<file path="src/rtl/dmx_pkg.sv">
package dmx_pkg;

    localparam int ADDR_W   = 32;
    localparam int PIN_W    = 16;
    localparam int CODE_W   = 4;
    localparam int SHIFT_W  = $clog2(ADDR_W);

    typedef enum logic [CODE_W-1:0] {
        GEO_256  = 4'd0,
        GEO_512  = 4'd1,
        GEO_1K   = 4'd2,
        GEO_4K   = 4'd3
    } geo_code_e;

    typedef struct packed {
        logic               ok;
        logic [SHIFT_W-1:0] row_lsb;
        logic [SHIFT_W-1:0] hit_lsb;
    } geom_t;

    function automatic geom_t decode_geom(logic [CODE_W-1:0] code, logic wide);
        geom_t g;
        g.ok      = 1'b1;
        unique case (code)
            GEO_256: g.row_lsb = SHIFT_W'(8);
            GEO_512: g.row_lsb = SHIFT_W'(9);
            GEO_1K:  g.row_lsb = SHIFT_W'(10);
            GEO_4K:  g.row_lsb = SHIFT_W'(12);
            default: begin
                g.ok      = 1'b0;
                g.row_lsb = '0;
            end
        endcase
        g.hit_lsb = g.row_lsb + SHIFT_W'(wide);
        return g;
    endfunction

    function automatic logic [ADDR_W-1:0] low_mask(logic [SHIFT_W-1:0] n);
        return (ADDR_W'(1) << n) - ADDR_W'(1);
    endfunction

endpackage

</file>
<file path="src/rtl/dmx_geom_decode.sv">
module dmx_geom_decode
    import dmx_pkg::*;
#(
    parameter int CW = CODE_W
) (
    input  logic [CW-1:0] code,
    input  logic          wide,
    output geom_t         geom
);
    always_comb begin
        geom = decode_geom(code, wide);
    end
endmodule

</file>
<file path="src/rtl/dmx_field_mux.sv">
module dmx_field_mux
    import dmx_pkg::*;
#(
    parameter int AW = ADDR_W,
    parameter int PW = PIN_W,
    parameter int SW = SHIFT_W
) (
    input  logic [AW-1:0] addr,
    input  logic          wide,
    input  logic          ok,
    input  logic [SW-1:0] row_lsb,
    input  logic          row_phase,
    output logic [PW-1:0] pin
);
    logic [AW-1:0] eff;
    logic [AW-1:0] row_full;
    logic [AW-1:0] col_full;

    always_comb begin
        eff      = wide ? (addr >> 1) : addr;
        row_full = eff >> row_lsb;
        col_full = eff & ((AW'(1) << row_lsb) - AW'(1));
        if (!ok)
            pin = '0;
        else if (row_phase)
            pin = row_full[PW-1:0];
        else
            pin = col_full[PW-1:0];
    end
endmodule

</file>
<file path="src/rtl/dmx_page_track.sv">
module dmx_page_track
    import dmx_pkg::*;
#(
    parameter int AW = ADDR_W,
    parameter int CW = CODE_W,
    parameter int SW = SHIFT_W
) (
    input  logic          clk,
    input  logic          rst,
    input  logic [AW-1:0] addr,
    input  logic [CW-1:0] code,
    input  logic          wide,
    input  logic          ok,
    input  logic [SW-1:0] hit_lsb,
    input  logic          acc_valid,
    input  logic          page_close,
    output logic          hit
);
    logic [AW-1:0] tag_q;
    logic          vld_q;
    logic [CW-1:0] code_q;
    logic          wide_q;

    logic [AW-1:0] keep_mask;
    logic [AW-1:0] tag_now;
    logic          cfg_same;

    always_comb begin
        keep_mask = ~((AW'(1) << hit_lsb) - AW'(1));
        tag_now   = addr & keep_mask;
        cfg_same  = (code == code_q) && (wide == wide_q);
        hit       = acc_valid && ok && vld_q && cfg_same && (tag_now == tag_q);
    end

    always_ff @(posedge clk) begin
        if (rst) begin
            vld_q  <= 1'b0;
            tag_q  <= '0;
            code_q <= '0;
            wide_q <= 1'b0;
        end else begin
            code_q <= code;
            wide_q <= wide;
            if (page_close) begin
                vld_q <= 1'b0;
            end else if (acc_valid && ok) begin
                vld_q <= 1'b1;
                tag_q <= tag_now;
            end else if (!cfg_same || (acc_valid && !ok)) begin
                vld_q <= 1'b0;
            end
        end
    end
endmodule

</file>
<file path="src/rtl/dram_addr_mux.sv">
module dram_addr_mux
    import dmx_pkg::*;
#(
    parameter int AW = ADDR_W,
    parameter int PW = PIN_W,
    parameter int CW = CODE_W
) (
    input  logic          clk,
    input  logic          rst,
    input  logic [AW-1:0] addr,
    input  logic [CW-1:0] page_code,
    input  logic          bus16,
    input  logic          acc_valid,
    input  logic          page_close,
    input  logic          row_phase,
    output logic [PW-1:0] pin_addr,
    output logic          page_hit,
    output logic          cfg_err
);
    localparam int SW = $clog2(AW);

    geom_t geom;

    dmx_geom_decode #(.CW(CW)) u_decode (
        .code (page_code),
        .wide (bus16),
        .geom (geom)
    );

    dmx_field_mux #(.AW(AW), .PW(PW), .SW(SW)) u_mux (
        .addr      (addr),
        .wide      (bus16),
        .ok        (geom.ok),
        .row_lsb   (geom.row_lsb),
        .row_phase (row_phase),
        .pin       (pin_addr)
    );

    dmx_page_track #(.AW(AW), .CW(CW), .SW(SW)) u_track (
        .clk        (clk),
        .rst        (rst),
        .addr       (addr),
        .code       (page_code),
        .wide       (bus16),
        .ok         (geom.ok),
        .hit_lsb    (geom.hit_lsb),
        .acc_valid  (acc_valid),
        .page_close (page_close),
        .hit        (page_hit)
    );

    assign cfg_err = ~geom.ok;
endmodule

</file>
<file path="config.mk">
export PLATFORM = sky130hd
export DESIGN_NAME = dram_addr_mux
export DESIGN_NICKNAME = d
export VERILOG_FILES = /design/src/rtl/dmx_pkg.sv /design/src/rtl/dmx_geom_decode.sv /design/src/rtl/dmx_field_mux.sv /design/src/rtl/dmx_page_track.sv /design/src/rtl/dram_addr_mux.sv
export SDC_FILE = /design/constraint.sdc
export NUM_CORES = 1
export LEC_CHECK = 0
export ABC_AREA = 1
export BUFFER_PORTS_ARGS = -buffer_cell sky130_fd_sc_hd__buf_2
export CAP_MARGIN = 20
export CORE_MARGIN = 5
export CORE_UTILIZATION = 30
export CTS_BUF_LIST = sky130_fd_sc_hd__clkbuf_8
export DETAILED_ROUTE_END_ITERATION = 16
export GPL_TIMING_DRIVEN = 0
export PLACE_DENSITY_LB_ADDON = 0.1
export REMOVE_ABC_BUFFERS = 1
export SETUP_SLACK_MARGIN = 0.05
export SYNTH_ARGS = -nofsm -noshare
export SYNTH_HDL_FRONTEND = slang
export SYNTH_SLANG_ARGS = --single-unit
</file>
<file path="constraint.sdc">
create_clock -name clk -period 3.8 [get_ports clk]
set_input_delay 0.38 -clock clk [delete_from_list [all_inputs] [get_ports clk]]
set_output_delay 0.38 -clock clk [all_outputs]
set_load 0.1 [all_outputs]
</file>
### After elaboration in Yosys (flattened, before gate mapping)

Cells that the tools add are included.
W data, S select, Z words.

| operators by class | value |
|---|---|
| $add $sub $neg | 3 |
| multiply operators | 0 |
| divide/modulo/power cells | 0 |
| $lt $le $gt $ge | 0 |
| equal/unequal tests | 6 |
| shift-type cells | 3 |
| mux-type cells | 7 |
| bitwise gates (word level) | 5 |
| reduce and logical (&&, ||, !) cells | 14 |

Operators with widths:

| cell | count |
|---|---|
| $and A32 B32 Y32 | 1 |
| $eq A32 B32 Y1 | 1 |
| $mux W16 | 2 |
| $mux W32 | 1 |
| $not A32 Y32 | 1 |
| $shl A1 B5 Y32 const A | 1 |
| $shr A32 B4 Y16 | 1 |
| $sub A32 B2 Y32 const B | 1 |
| $and A16 B16 Y16 | 1 |
| $pmux W4 S4 | 1 |
| $shl A1 B4 Y16 const A | 1 |
| $sub A16 B1 Y16 const B | 1 |
| $eq A4 B2 Y1 const B | 2 |
| $logic_and A1 B1 Y1 | 6 |
| $add A4 B1 Y5 | 1 |
| $eq A4 B1 Y1 const B | 1 |
| $eq A4 B4 Y1 | 1 |
| $logic_not A4 Y1 | 1 |
| $reduce_or A4 Y1 | 1 |
| $mux W1 | 3 |
| $logic_not A1 Y1 | 2 |
| $not A1 Y1 | 2 |
| $reduce_and A2 Y1 | 1 |
| $reduce_bool A2 Y1 | 1 |
| 3 further kinds | 3 |

| word-level totals | value |
|---|---|
| register bits after elaboration | 38 |
| bits in latches | 0 |
| RAM bits | 0 |
| ROM bits | 0 |
| logic and storage cells | 42 |
| memories kept | 0 |

### Logic depth before layout (Yosys ltp)

| depth | value |
|---|---|
| depth in word-level cells | 9 |
| depth in mapped cells | 27 |
| gate-level depth less buffers | 24 |

### Hierarchy

A second synthesis with hierarchy kept.

| unflattened totals | value |
|---|---|
| cell total of the unflattened synthesis | 1038 |
| area, all modules | 5562.8 um2 |

Modules (own cells, without submodules):

| module | times used | cells an instance | area each (um2) |
|---|---|---|---|
| dmx_page_track | 1 | 489 | 2905.3 |
| dmx_field_mux | 1 | 527 | 2543.7 |
| dmx_geom_decode | 1 | 21 | 110.1 |
| dram_addr_mux | 1 | 1 | 3.8 |

### Least setup slack after synthesis

Ideal clock, no wire load.

| timing path | value |
|---|---|
| path type | input -> output |
| start point | input bus16 |
| end point | output pin_addr[1] |
| arrival time | 4617 ps |
| required time | 3420 ps |
| path slack | -1197 ps |
| stages on the path | 6 |
| path buffers | 4 |
| cells stage by stage | clkbuf_1 clkbuf_1 clkbuf_1 clkbuf_1 o21ai_0 o41ai_1 |

| between the ends | value |
|---|---|
| longest elaborated chain between the ends | 4 |
| elaborated cells on any way between the ends | 5 |
| those cells by class | shift (1); mux (3); bitwise (1) |

RTL lines:

| what | line | RTL |
|---|---|---|
| start, declared | dram_addr_mux.sv:12 | `input logic bus16,` |
| $mux W32 (*) | dmx_field_mux.sv:20 | `eff = wide ? (addr >> 1) : addr;` |
| $shr A32 B4 Y16 or $and A16 B16 Y16 (tied branches) | dmx_field_mux.sv:21, dmx_field_mux.sv:22 |  |
| $mux W16 (*) | dmx_field_mux.sv:25 | `else if (row_phase)` |
| $mux W16 (*) | dmx_field_mux.sv:23 | `if (!ok)` |
| end, declared | dram_addr_mux.sv:16 | `output logic [PW-1:0] pin_addr,` |

Mark *: on every way between the ends. The rest lies on a longest branch, timed or not.

### Worst setup path after layout

| timing path | value |
|---|---|
| start point | input page_code[2] |
| end point | output page_hit |

| between the ends | value |
|---|---|
| longest elaborated chain between the ends | 9 |
| elaborated cells on any way between the ends | 19 |
| those cells by class | add/sub (2); eq/ne (5); shift (1); mux (2); bitwise (2); reduce/logical (7) |

RTL lines:

| what | line | RTL |
|---|---|---|
| start, declared | dram_addr_mux.sv:11 | `input logic [CW-1:0] page_code,` |
| $eq A4 B2 Y1 (tied with other cells) | dmx_pkg.sv:24 | `unique case (code)` |
| $pmux W4 S4 | dmx_pkg.sv:24 |  |
| $add A4 B1 Y5 | dmx_pkg.sv:34 | `g.hit_lsb = g.row_lsb + SHIFT_W'(wide);` |
| $shl A1 B5 Y32 | dmx_page_track.sv:29 | `keep_mask = ~((AW'(1) << hit_lsb) - AW'(1));` |
| $sub A32 B2 Y32 | dmx_page_track.sv:29 |  |
| $not A32 Y32 | dmx_page_track.sv:29 |  |
| $and A32 B32 Y32 | dmx_page_track.sv:30 | `tag_now = addr & keep_mask;` |
| $eq A32 B32 Y1 | dmx_page_track.sv:32 | `hit = acc_valid && ok && vld_q && cfg_same && (tag_now == tag_q);` |
| $logic_and A1 B1 Y1 (*) | dmx_page_track.sv:32 |  |
| end, declared | dram_addr_mux.sv:17 | `output logic page_hit,` |

Marks and branches as above.

==> flow_summary.ini <==
[power]
p_total_mw = 1.38
power.leakage_nw = 2.38
p_seq_share_pct = 30.3
power_density_nw_per_um2 = 281
p_int_mw = 0.850
power_frac_comb_pct = 36.9
p_sw_mw = 0.534
clkPwrFrac_pct = 32.9
power_switching_share_pct = 38.6
irDropWorstVdd_v = 0.000120

[timing]
finalCritPeriodShare_pct = 94.2
final.setup.tns_ps = 0
grt_setup_unrepaired = true
finalSetupViolCount = 0
layout_setup_ws_ps = 220
fmax_mhz = 279
slew_viol_final = 0
fin_crit_ps = 3580
finalHoldViolCount = 0
hold_ws_ps = 277
tightest_slew_ps = 835
max_slew_margin_pct = 44.3
clock_skew_ps = 0.587

[cts]
cts_tree = built
cts.sinks = 38
clockRootBuffer = clkbuf_8
path_clk_slew_ps = 80
htreeDepth = 2
clk_latency_ps = 310
numCtsBuffers = 5
cts_buffer_depth = 2
cts_hold_buf = 0

[detailed_routing]
drc_errors = 0
vias_per_cell = 4.98
via_count = 4518
wire_per_inst_microns = 14.8
drt_first_pass_iters = 5
ant_nets = 0
totalWireLength_microns = 13400
drt_iter0_drc = 314

[synth]
synthTopCellsByArea = dfxtp_1, nand2_1, o21ai_0
syn_avg_cell_area_sq_um = 6.00
yosys_warnings = 0
netlist_area_sq_um = 4050
ys_seq_area_share_pct = 18.8
yosys.area.top_type = dfxtp_1
synth_cell_types = 48
ys_ff_latch = 38
async_flop_share_pct = 0
ys.flop_type = dfxtp_1
synthCells = 674
synthTopCellsByCount = nand2_1, inv_1, o21ai_0, nor2_1, a21oi_1
yosysTopAreaCellShare_pct = 18.8
synth-edff-count = 0
synth.most_common_cell = nand2_1

[global_route]
met1_usage_pct = 21.7
grt_max_degree = 48
grt_pass1_wl_microns = 21200
met3_usage_pct = 2.41
grt_antenna_before_repair = 0
top_usage_layer = met2
grt.total_usage_pct = 16.4
first_global_vias = 4142
grtUsageMet2_pct = 28.4
overflow = 0

[layout]
layout-area-overhead-vs-synth_pct = 21.6
fin_nets = 777
fin_util_pct = 37.2
diodes = 0
finalNonFillerCells = 908
fillers = 1483
finalInstanceArea_sq_um = 4920
drive_gt1_share_pct = 21.4

[floorplan]
die-area_sq_um = 15900
die_h_microns = 126
die_w_microns = 126
top_level_ports = 60
rows = 42
core-area_sq_um = 13200
initial_core_util_pct = 30.6

[min_path]
hold_path_class = input pin to flop

[place]
post-place-ws_ps = -1100
gp_congestion = 0.834
place_inst = 882
placed_area_sq_um = 4470
dp.final_hpwl_microns = 10600
io_buffers = 59

[critical_path]
required_ps = 3420
cp_num_buf_inv = 4
worstSetupPathType = input pin to output pin
crit_family = simple AND/OR/NAND/NOR gates
worstSetupEndpointType = output pin
critPathLaunchType = input pin
crit_arrival_ps = 3200
slowest_stage = ha_1
crit_fanout = 3
slowest_delay_ps = 350

[job]
maxCapViolations = 0

[run_status]
outcome = finished, final reports clean
sequential cells by signal, summed over array words and instances, names as in the netlist:
name,cells
u_track.wide_q,1
u_track.tag_q,32
u_track.code_q,4
u_track.vld_q,1
cell type report:
cell class	count	area (sq um)	share of cell area, %
multi-input combinational	516	2900	59.0
sequential	38	761	15.5
timing repair buffer	79	520	10.6
inverter	91	375	7.63
tap	176	220	4.47
clock buffer	6	82.6	1.68
clock inverter	2	60.1	1.22
metal layers:
metal	vias up	routed length (microns)
li1	2351	-
met2	101	6340
met5	-	0
met3	12	460
met4	0	168
met1	2054	6430
kinds of logic after synthesis:
kind of cell | count (synthesis) | synth area share (%)
other | 1 | 0.0927
multiplexers | 1 | 0.247
adder cells (fa/ha/maj) | 4 | 1.24
AO/OA/AOI/OAI | 160 | 22.0
XOR/XNOR | 8 | 1.73
buffers and inverters | 120 | 11.9
AND/OR/NAND/NOR | 342 | 44.1
flip-flops | 38 | 18.8
cell usage in the layout (no fill, tap or decap), types with 5 or more instances in the layout:
cell / n
a21oi_1: 42
a31oi_1: 5
buf_2: 53
buf_4: 19
clkbuf_8: 6
dfxtp_1: 38
inv_1: 80
nand2_1: 166
nand2_2: 13
nand2_4: 7
nand3_1: 40
nand3b_1: 5
nand4_1: 24
nand4_4: 6
nor2_1: 46
nor2_2: 8
nor2_4: 6
nor3_1: 5
o211ai_1: 10
o21ai_0: 84
xnor2_1: 7
power by group through the flow:
stage | clock, mW | sequential [mW] | combinational (mW)
floorplan | 0 | 0.427 | 0.346
global placement | 0 | 0.428 | 0.475
detailed placement | 0 | 0.428 | 0.482
CTS | 0.465 | 0.419 | 0.502
global route | 0.484 | 0.421 | 0.562
finish | 0.455 | 0.419 | 0.511
timing repair:
item	4_1_cts	5_1_grt
resized for setup	26	25
endpoints found under the setup margin	1	1
setup buffers	12	6
pin swaps	11	15
worst paths after layout:
check	from	endpoint	slack [ps]	cells after the start
worst min register to register	u_track.tag_q[0]	u_track.tag_q[0]	460	2
worst min-delay path	page_close	u_track.vld_q	280	2
worst max register to register	u_track.code_q[0]	u_track.vld_q	2650	6
worst max-delay path	page_code[2]	page_hit	220	25
Power figures use the tool's default switching activity.
